File: src/rtl/timer16_fc_pkg.sv
package timer16_fc_pkg;
  localparam int BYTE_W_D = 8;
  localparam int N_CH_D   = 3;
  localparam int ADDR_W_D = 4;

  // register addresses outside the word window
  localparam int A_CNT_LO = 0;
  localparam int A_FORCE  = 8;
  localparam int A_MODE   = 9;
  localparam int A_COM    = 10;
  localparam int A_FLAG   = 11;

  localparam logic [1:0] MD_FREE = 2'b00;
  localparam logic [1:0] MD_CTC  = 2'b01;

  localparam logic [1:0] ACT_KEEP   = 2'b00;
  localparam logic [1:0] ACT_TOGGLE = 2'b01;
  localparam logic [1:0] ACT_LOW    = 2'b10;
  localparam logic [1:0] ACT_HIGH   = 2'b11;

  // next pin level for a compare event under a given action
  function automatic logic pin_action(input logic cur, input logic [1:0] act);
    case (act)
      ACT_TOGGLE: return ~cur;
      ACT_LOW:    return 1'b0;
      ACT_HIGH:   return 1'b1;
      default:    return cur;
    endcase
  endfunction

  function automatic logic mode_is_pwm(input logic [1:0] md);
    return md[1];
  endfunction
endpackage

File: src/rtl/tfc_counter.sv
module tfc_counter #(
  parameter int CNT_W = 16
) (
  input  logic             clk,
  input  logic             rst_n,
  input  logic             tick,
  input  logic             load,
  input  logic [CNT_W-1:0] load_val,
  input  logic             ctc_clr,
  output logic [CNT_W-1:0] cnt,
  output logic             blk
);
  function automatic logic [CNT_W-1:0] cnt_step(input logic [CNT_W-1:0] cur,
                                                input logic clr);
    return clr ? '0 : cur + 1'b1;
  endfunction

  always_ff @(posedge clk) begin
    if (!rst_n) begin
      cnt <= '0;
      blk <= 1'b0;
    end else if (load) begin
      cnt <= load_val;
      blk <= 1'b1;
    end else if (tick) begin
      cnt <= cnt_step(cnt, ctc_clr);
      blk <= 1'b0;
    end
  end

  AST_CNT_ADVANCE: assert property (@(posedge clk) disable iff (!rst_n)
    (tick && !load && !ctc_clr) |=> cnt == CNT_W'($past(cnt) + 1'b1));
  AST_CNT_HOLD: assert property (@(posedge clk) disable iff (!rst_n)
    (!tick && !load) |=> $stable(cnt));
  AST_LOAD_ARMS_MASK: assert property (@(posedge clk) disable iff (!rst_n)
    load |=> blk);
endmodule

File: src/rtl/tfc_channel.sv
module tfc_channel
  import timer16_fc_pkg::*;
#(
  parameter int CNT_W = 16
) (
  input  logic             clk,
  input  logic             rst_n,
  input  logic             tick,
  input  logic             blk,
  input  logic             load,
  input  logic             pwm,
  input  logic             frc_req,
  input  logic             flag_clr,
  input  logic [CNT_W-1:0] cnt,
  input  logic [CNT_W-1:0] ocr,
  input  logic [1:0]       act,
  output logic             match,
  output logic             flag,
  output logic             wave
);
  logic frc_evt;
  logic upd;

  assign match   = tick && !blk && !load && (cnt == ocr);
  assign frc_evt = frc_req && !pwm;
  assign upd     = (match && !pwm) || frc_evt;

  always_ff @(posedge clk) begin
    if (!rst_n) begin
      flag <= 1'b0;
      wave <= 1'b0;
    end else begin
      if (upd) wave <= pin_action(wave, act);
      if (match) flag <= 1'b1;
      else if (flag_clr) flag <= 1'b0;
    end
  end

  AST_MATCH_SETS_FLAG: assert property (@(posedge clk) disable iff (!rst_n)
    match |=> flag);
  AST_TOGGLE_FLIPS: assert property (@(posedge clk) disable iff (!rst_n)
    (upd && act == ACT_TOGGLE) |=> wave != $past(wave));
  AST_FORCE_NO_FLAG: assert property (@(posedge clk) disable iff (!rst_n)
    (frc_evt && !match) |=> !$rose(flag));
  AST_PWM_PIN_HELD: assert property (@(posedge clk) disable iff (!rst_n)
    pwm |=> $stable(wave));
  AST_KEEP_PIN_HELD: assert property (@(posedge clk) disable iff (!rst_n)
    (act == ACT_KEEP) |=> $stable(wave));
endmodule

File: src/rtl/tfc_regs.sv
module tfc_regs
  import timer16_fc_pkg::*;
#(
  parameter int BYTE_W = 8,
  parameter int N_CH   = 3,
  parameter int ADDR_W = 4
) (
  input  logic                          clk,
  input  logic                          rst_n,
  input  logic                          wr_en,
  input  logic                          rd_en,
  input  logic [ADDR_W-1:0]             addr,
  input  logic [BYTE_W-1:0]             wdata,
  input  logic [2*BYTE_W-1:0]           cnt,
  input  logic [N_CH-1:0]               flags,
  output logic [BYTE_W-1:0]             rdata,
  output logic [N_CH-1:0][2*BYTE_W-1:0] ocr,
  output logic [N_CH-1:0][1:0]          act,
  output logic [1:0]                    mode,
  output logic                          cnt_load,
  output logic [2*BYTE_W-1:0]           cnt_val,
  output logic [N_CH-1:0]               frc_req,
  output logic [N_CH-1:0]               flag_clr
);
  localparam int CNT_W     = 2 * BYTE_W;
  localparam int N_WORD    = N_CH + 1;
  localparam int WORD_SPAN = 2 * N_WORD;

  logic [BYTE_W-1:0] temp_q;
  logic [CNT_W-1:0]  words [N_WORD];
  logic [CNT_W-1:0]  sel_word;
  logic              in_words;
  logic              hi_sel;

  assign words[0] = cnt;
  for (genvar k = 0; k < N_CH; k++) begin : g_word
    assign words[k+1] = ocr[k];
  end

  assign in_words = int'(addr) < WORD_SPAN;
  assign hi_sel   = addr[0];

  always_comb begin
    sel_word = '0;
    for (int k = 0; k < N_WORD; k++)
      if (int'(addr[ADDR_W-1:1]) == k) sel_word = words[k];
  end

  assign cnt_load = wr_en && (addr == ADDR_W'(A_CNT_LO));
  assign cnt_val  = {temp_q, wdata};

  for (genvar k = 0; k < N_CH; k++) begin : g_strobe
    assign frc_req[k]  = wr_en && (addr == ADDR_W'(A_FORCE)) && wdata[BYTE_W-1-k];
    assign flag_clr[k] = wr_en && (addr == ADDR_W'(A_FLAG)) && wdata[k];
  end

  always_ff @(posedge clk) begin
    if (!rst_n) begin
      temp_q <= '0;
      ocr    <= '0;
      act    <= '0;
      mode   <= '0;
    end else begin
      if (wr_en && in_words && hi_sel)
        temp_q <= wdata;
      else if (rd_en && !wr_en && in_words && !hi_sel)
        temp_q <= sel_word[CNT_W-1:BYTE_W];
      for (int k = 0; k < N_CH; k++)
        if (wr_en && (addr == ADDR_W'(2 * (k + 1))))
          ocr[k] <= {temp_q, wdata};
      if (wr_en && (addr == ADDR_W'(A_MODE)))
        mode <= wdata[1:0];
      if (wr_en && (addr == ADDR_W'(A_COM)))
        for (int k = 0; k < N_CH; k++)
          act[k] <= wdata[2*k +: 2];
    end
  end

  always_comb begin
    rdata = '0;
    if (in_words)
      rdata = hi_sel ? temp_q : sel_word[BYTE_W-1:0];
    else if (addr == ADDR_W'(A_MODE))
      rdata = BYTE_W'(mode);
    else if (addr == ADDR_W'(A_COM))
      rdata = BYTE_W'(act);
    else if (addr == ADDR_W'(A_FLAG))
      rdata = BYTE_W'(flags);
  end

  AST_LO_READ_LATCH: assert property (@(posedge clk) disable iff (!rst_n)
    (rd_en && !wr_en && addr == ADDR_W'(A_CNT_LO))
      |=> temp_q == $past(cnt[CNT_W-1:BYTE_W]));
  AST_HI_WRITE_PARK: assert property (@(posedge clk) disable iff (!rst_n)
    (wr_en && in_words && hi_sel) |=> temp_q == $past(wdata));
  AST_FORCE_READS_ZERO: assert property (@(posedge clk) disable iff (!rst_n)
    (addr == ADDR_W'(A_FORCE)) |-> rdata == '0);
endmodule

File: src/rtl/timer16_fc.sv
module timer16_fc
  import timer16_fc_pkg::*;
#(
  parameter int BYTE_W = BYTE_W_D,
  parameter int N_CH   = N_CH_D,
  parameter int ADDR_W = ADDR_W_D
) (
  input  logic              clk,
  input  logic              rst_n,
  input  logic              tick,
  input  logic              wr_en,
  input  logic              rd_en,
  input  logic [ADDR_W-1:0] addr,
  input  logic [BYTE_W-1:0] wdata,
  output logic [BYTE_W-1:0] rdata,
  output logic [N_CH-1:0]   wave
);
  localparam int CNT_W = 2 * BYTE_W;

  logic [CNT_W-1:0]            cnt;
  logic                        blk;
  logic [N_CH-1:0][CNT_W-1:0]  ocr;
  logic [N_CH-1:0][1:0]        act;
  logic [1:0]                  mode;
  logic                        cnt_load;
  logic [CNT_W-1:0]            cnt_val;
  logic [N_CH-1:0]             frc_req;
  logic [N_CH-1:0]             flag_clr;
  logic [N_CH-1:0]             flags;
  logic [N_CH-1:0]             match_vec;
  logic                        ctc;
  logic                        pwm;

  assign ctc = (mode == MD_CTC);
  assign pwm = mode_is_pwm(mode);

  tfc_regs #(.BYTE_W(BYTE_W), .N_CH(N_CH), .ADDR_W(ADDR_W)) u_regs (
    .clk(clk), .rst_n(rst_n), .wr_en(wr_en), .rd_en(rd_en), .addr(addr),
    .wdata(wdata), .cnt(cnt), .flags(flags), .rdata(rdata), .ocr(ocr),
    .act(act), .mode(mode), .cnt_load(cnt_load), .cnt_val(cnt_val),
    .frc_req(frc_req), .flag_clr(flag_clr)
  );

  tfc_counter #(.CNT_W(CNT_W)) u_cnt (
    .clk(clk), .rst_n(rst_n), .tick(tick), .load(cnt_load),
    .load_val(cnt_val), .ctc_clr(ctc && match_vec[0]), .cnt(cnt), .blk(blk)
  );

  for (genvar k = 0; k < N_CH; k++) begin : g_ch
    tfc_channel #(.CNT_W(CNT_W)) u_ch (
      .clk(clk), .rst_n(rst_n), .tick(tick), .blk(blk), .load(cnt_load),
      .pwm(pwm), .frc_req(frc_req[k]), .flag_clr(flag_clr[k]), .cnt(cnt),
      .ocr(ocr[k]), .act(act[k]), .match(match_vec[k]), .flag(flags[k]),
      .wave(wave[k])
    );
  end

  AST_WRITE_MASKS_ALL: assert property (@(posedge clk) disable iff (!rst_n)
    cnt_load |=> match_vec == '0);
  AST_CTC_RESTART: assert property (@(posedge clk) disable iff (!rst_n)
    (ctc && match_vec[0]) |=> cnt == '0);
  AST_FREE_WRAP: assert property (@(posedge clk) disable iff (!rst_n)
    (!ctc && tick && !cnt_load && cnt == '1) |=> cnt == '0);
  AST_FORCE_KEEPS_COUNT: assert property (@(posedge clk) disable iff (!rst_n)
    (frc_req != '0 && !tick && !cnt_load) |=> $stable(cnt));
endmodule

File: config.mk
export PLATFORM = sky130hd
export DESIGN_NAME = timer16_fc
export DESIGN_NICKNAME = d
export VERILOG_FILES = /design/src/rtl/timer16_fc_pkg.sv /design/src/rtl/tfc_counter.sv /design/src/rtl/tfc_channel.sv /design/src/rtl/tfc_regs.sv /design/src/rtl/timer16_fc.sv
export SDC_FILE = /design/constraint.sdc
export NUM_CORES = 1
export LEC_CHECK = 0
export ABC_AREA = 0
export BUFFER_PORTS_ARGS = -buffer_cell sky130_fd_sc_hd__buf_2
export CORE_ASPECT_RATIO = 0.6
export CORE_MARGIN = 1
export CORE_UTILIZATION = 55
export CTS_CLUSTER_DIAMETER = 60
export DETAILED_ROUTE_END_ITERATION = 8
export GPL_ROUTABILITY_DRIVEN = 0
export HOLD_SLACK_MARGIN = 0.05
export PLACE_DENSITY = 0.76
export SLEW_MARGIN = 20
export SYNTH_ARGS = -nofsm -noshare
export SYNTH_HDL_FRONTEND = slang
export SYNTH_SLANG_ARGS = --single-unit
File: constraint.sdc
create_clock -name clk -period 2 [get_ports clk]
set_input_delay 0.2 -clock clk [delete_from_list [all_inputs] [get_ports clk]]
set_output_delay 0.2 -clock clk [all_outputs]
set_load 0.02 [all_outputs]
After elaboration in Yosys (flattened, before gate mapping)
Index checks and enable logic that the tools add are counted.
W data, S select, Z words.
{"block": "totals", "out_inout_bits": 11, "regBits": 87}
{"block": "op_classes", "n_lt_le_gt_ge": 1, "reduce_logical": 52, "add_sub_neg": 1, "eq_ne": 23, "bitwise_logic": 3, "mux": 25}
{"op": "$mux W16", "n": 7}
{"op": "$eq A16 B16 Y1", "n": 3}
{"op": "$mux W8", "n": 6}
{"op": "$logic_and A1 B1 Y1", "n": 31}
{"op": "$add A16 B1 Y16 const B", "n": 1}
{"op": "$eq A4 B4 Y1 const B", "n": 4}
{"op": "$eq A2 B2 Y1 const B", "n": 6}
{"op": "$reduce_bool A2 Y1", "n": 5}
{"op": "$pmux W1 S3", "n": 3}
{"op": "$reduce_bool A3 Y1", "n": 3}
{"op": "$eq A2 B1 Y1 const B", "n": 4}
{"op": "$eq A4 B3 Y1 const B", "n": 2}
{"op": "$mux W1", "n": 8}
{"op": "$eq A3 B3 Y1 const B", "n": 2}
{"op": "$reduce_and A2 Y1", "n": 3}
{"op": "$logic_not A1 Y1", "n": 5}
{"op": "$eq A4 B2 Y1 const B", "n": 1}
{"op": "$logic_not A4 Y1", "n": 1}
{"op": "$lt A4 B4 Y1 const B", "n": 1}
{"op": "$eq A3 B2 Y1 const B", "n": 1}
{"op": "$logic_not A3 Y1", "n": 1}
{"op": "$logic_or A1 B1 Y1", "n": 3}
{"op": "$mux W3", "n": 1}
{"op": "$not A1 Y1", "n": 3}

Depth between registers and ports, before layout
{"block": "logic_depth", "word_depth": 9, "mapped_depth": 8, "ltp_nobuf": 6}

Cells and area by module
From an unflattened synthesis, not the netlist that was laid out.
{"block": "unflattened", "cells_unflattened": 650, "area_unflattened_um2": 5285.1}
{"mod": "tfc_regs", "instances": 1, "area_each_um2": 3388.2, "cells_per_inst": 414, "seq_area_each_um2": 1281.2}
{"mod": "tfc_counter", "instances": 1, "area_each_um2": 949.7, "cells_per_inst": 118, "seq_area_each_um2": 340.3}
{"mod": "tfc_channel", "instances": 3, "area_each_um2": 312.8, "cells_per_inst": 39, "seq_area_each_um2": 40.0}
{"mod": "timer16_fc", "instances": 1, "area_each_um2": 8.8, "cells_per_inst": 1, "seq_area_each_um2": 0.0}

Worst setup path before layout
No wires, ideal clock.
{"block": "synth_path", "kind": "register to register", "startpoint": "reg u_cnt.cnt[0]", "endpoint": "reg u_cnt.cnt[1]", "slack_ns": 0.110, "stages_incl_launch_ff": 9, "setup_ns": 0.129, "path_buffers": 2, "arrival_ns": 1.760, "synth_period_minus_slack_ns": 1.890, "cell_sequence": "dfxtp_1 clkbuf_1 xor2_1 nor4_1 nand4_1 nor2_2 a311o_1 buf_2 o22ai_1"}
{"block": "synth_between", "elab_chain_len": 6, "word_cells_on_any_way": 7, "classes_between": "add/sub (1); eq/ne (1); mux (3); reduce/logical (2)"}
{"element": "start, declared", "line": "tfc_counter.sv:10", "rtl": "output logic [CNT_W-1:0] cnt,"}
{"element": "start signal, assigned", "line": "tfc_counter.sv:23", "rtl": "cnt <= load_val;"}
{"element": "start signal, assigned", "line": "tfc_counter.sv:26", "rtl": "cnt <= cnt_step(cnt, ctc_clr);"}
{"element": "parallel branches: the longest is 3 deep, another holds $add A16 B1 Y16"}
{"element": "$mux W16 *", "line": "tfc_counter.sv:15", "rtl": "return clr ? '0 : cur + 1'b1;"}
{"element": "$mux W16 *", "line": "tfc_counter.sv:25", "rtl": "end else if (tick) begin"}
{"element": "$mux W16 *", "line": "tfc_counter.sv:22", "rtl": "end else if (load) begin"}
Every way passes the cells marked *. The select of a mux whose other input is x is not followed.
A chain may end at the register's enable or synchronous reset.

Final worst setup path
{"block": "layout_path", "startpoint": "reg u_regs.ocr[16] (netlist bit)", "endpoint": "out rdata[0]"}
{"block": "layout_between", "elab_chain_len": 4}
{"element": "start, declared", "line": "tfc_regs.sv:17", "rtl": "output logic [N_CH-1:0][2*BYTE_W-1:0] ocr,"}
{"element": "start signal, assigned by index", "line": "tfc_regs.sv:70", "rtl": "ocr[k] <= {temp_q, wdata};"}
{"element": "$mux W16 (2 in series)", "line": "tfc_regs.sv:46", "rtl": "if (int'(addr[ADDR_W-1:1]) == k) sel_word = words[k];"}
{"element": "$mux W8", "line": "tfc_regs.sv:82", "rtl": "rdata = hi_sel ? temp_q : sel_word[BYTE_W-1:0];"}
{"element": "$mux W8", "line": "tfc_regs.sv:81", "rtl": "if (in_words)"}
{"element": "end, declared", "line": "timer16_fc.sv:15", "rtl": "output logic [BYTE_W-1:0] rdata,"}
No other way between the ends.

==> results.toml <==
[global_routing]
grt_pass1_vias = 4038
grt_pass1_wl_um = 22200
grtUsageTotal_pct = 33.4
grt_max_degree = 49
grt-ovfl-total = 0
antenna_found_initial = 0

[power_and_ir_drop]
p_sw_mw = 1.02
seqPwrFrac_pct = 44.5
finalPower_mw = 4.09
peakVddDrop_mv = 0.593
power_density_nw_per_um2 = 731
p_int_mw = 3.07
leakage_nw = 2.40
clockPowerShare_pct = 44.1
combPwrFrac_pct = 11.4
swShare_pct = 25.0

[yosys]
synth_seq_cells = 87
synth_flop_cell = "dfxtp_1"
synth_edf_count = 0
syn_avg_cell_area_um2 = 8.39
synthCells = 575
seq_area_frac_synth_pct = 36.1
synth_area_um2 = 4820
ys_warn_count = 0
syn-num-nets = 593
synth_cell_type_count = 42
async_flop_share_pct = 0

[routing]
drt_pass1_iterations = 5
vias = 4591
wl_per_cell_um = 20.7
drc = 0
wl_um = 14900
antenna_left = 0
vias_per_cell = 6.38
drtIter0Drc = 504

[clocking]
path_clk_slew_ns = 0.06
numCtsBuffers = 9
cts_root_buf = "clkbuf_16"
clk_latency_ns = 0.35
cts.sinks = 87
htree_levels = 3
cts_setup_buffers = 0
clock_path_buffers = 2
cts_tree = "yes"

[floorplanning]
initial_core_util_pct = 56.8
ioPinCount = 28
num_rows = 26
die_h_um = 74.5
dieArea_um2 = 9160
dieWidth_um = 123
core_um2 = 8490

[timing]
setup_viol = 0
drv_slew = 0
finalSetupTns_ns = 0
setup_slack_ns = 0.00325
hold_ws_ns = 0.162
max_freq_mhz = 501
slew_headroom_pct = 46.0
tightest_slew_ns = 0.810
period_needed_ns = 2.00
skew_ns = 0.00812
finalCritPeriodShare_pct = 99.8
hold_viol_final = 0

[finish]
multi_input_area_um2 = 2870
layout_commonest_cell = "nand2_1"
area_growth_pct = 16.1
area.sequential_um2 = 1750
final_cell_mix = "nand2_1, dfxtp_1, xor2_1, a21oi_1, buf_4"
final_cells = 720
fillerInstances = 685
antenna-diode-count = 0
final_nets = 622
drive_above_1_share_pct = 19.2

[place]
dp_cells = 705
post-place-ws_ns = -0.0172
place_hpwl_um = 10600
io_buffers = 27

[worst_setup_path]
cp.arrival_ns = 1.80
cpPeakStageDelay_ns = 0.46
crit_slowest_cell = "mux4_2"
critPathMaxFanout = 3
critPathRequiredTime_ns = 1.80
crit_path_cell_trace = "nor2b_1 -> mux4_2 -> mux2i_1 -> o22ai_1 -> buf_4"
criticalPathCategory = "flop to primary output"
end_kind = "primary output"
worst_setup_path_start_kind = "flop"

[job]
cap_violations = 0

[worst_hold_path]
min_path_type = "input pin to flop"

[status]
status = "complete, no violations"
-- power groups by stage --
stage,Combinational (mW),Clock (mW),Sequential [mW]
floorplan,0.268,0,1.83
global placement,0.433,0,1.85
detailed placement,0.441,0,1.86
CTS,0.445,1.82,1.82
global route,0.491,1.89,1.82
finish,0.466,1.80,1.82
-- kinds of logic (layout without fill, tap and decap cells) --
kind of cell,count (synthesis),after routing,share of synthesized area [%]
and+or+nand+nor,203,203,19.3
AOI/OAI and AO/OA,114,114,13.6
DFF,87,87,36.1
xor gates and xnor gates,63,63,11.4
buffers and inverters,59,92,5.09
muxes,48,48,14.1
adders and majority gates,1,1,0.259
-- cell type report --
cell class	count	share of cell area, %
Clock buffer	11	4.34
Clock inverter	4	1.25
Inverter	6	0.402
Multi-Input combinational cell	429	51.3
Sequential cell	87	31.2
Tap cell	112	2.50
Timing Repair Buffer	71	9.03
-- flip-flops by register name, summed over array words and instances (netlist names) --
signal and flops:
g_ch.u_ch.flag 3, g_ch.u_ch.wave 3, u_cnt.blk 1, u_cnt.cnt 16, u_regs.act 6, u_regs.mode 2, u_regs.ocr 48, u_regs.temp_q 8
-- worst max-delay path: cells and delay by family, from the launching register on --
family	cells	cell delay [ns]
AOI/OAI and AO/OA	1	0.10
buffers and inverters	1	0.17
DFF	1	0.34
muxes	2	0.69
and+or+nand+nor	1	0.14
-- Yosys cell counts (4+ instances only) --
master	number	area (µm²)
o21ai_1	10	50.1
dfxtp_1	87	1740
mux4_2	16	360
inv_1	6	22.5
nor2b_1	8	50.1
mux2i_1	32	320
o21ai_0	23	115
o211ai_1	4	30.0
xnor2_1	8	70.1
nand2b_1	7	43.8
a211oi_1	5	37.5
clkbuf_1	44	165
nand2_1	92	345
nor2_1	41	154
nor4_1	13	81.3
and3_1	5	31.3
xor2_1	55	482
nor3_1	7	35.0
nand4_1	4	25.0
nor3b_1	4	30.0
nand3_1	15	75.1
buf_2	4	20.0
a21oi_1	54	270
o32ai_1	5	43.8
-- metrics by stage --
stage,util [%],instance area [µm²]
3_5_place_dp,61.8,5250
3_3_place_gp,61.8,5250
5_1_grt,65.9,5600
2_1_floorplan,-,4820
4_1_cts,65.5,5560
6_report,65.9,5600
-- final timing paths --
path	start	to	slack, ns	depth (start not counted)
worst min-delay path	wdata[4]	u_regs.ocr[20]	0.16	3
worst max register to register	u_cnt.cnt[4]	u_cnt.cnt[2]	0.04	7
worst min register to register	u_regs.ocr[16]	u_regs.ocr[16]	0.49	2
worst max-delay path	u_regs.ocr[16]	rdata[0]	0.003	5
-- routing by layer --
layer	GRT usage, %	vias to the layer above	routed length [µm]
li1	-	2049	-
met1	47.9	2220	6460
met2	46.1	280	6160
met3	10.4	42	1850
met4	14.0	0	429
met5	0	-	0
-- repair_timing --
action,in CTS,in global routing
gates resized for setup,0,13
hold buffers,0,0
setup endpoints to repair,0,9
hold endpoints to repair,0,0
Note: power is estimated with default switching activity, not from simulation.
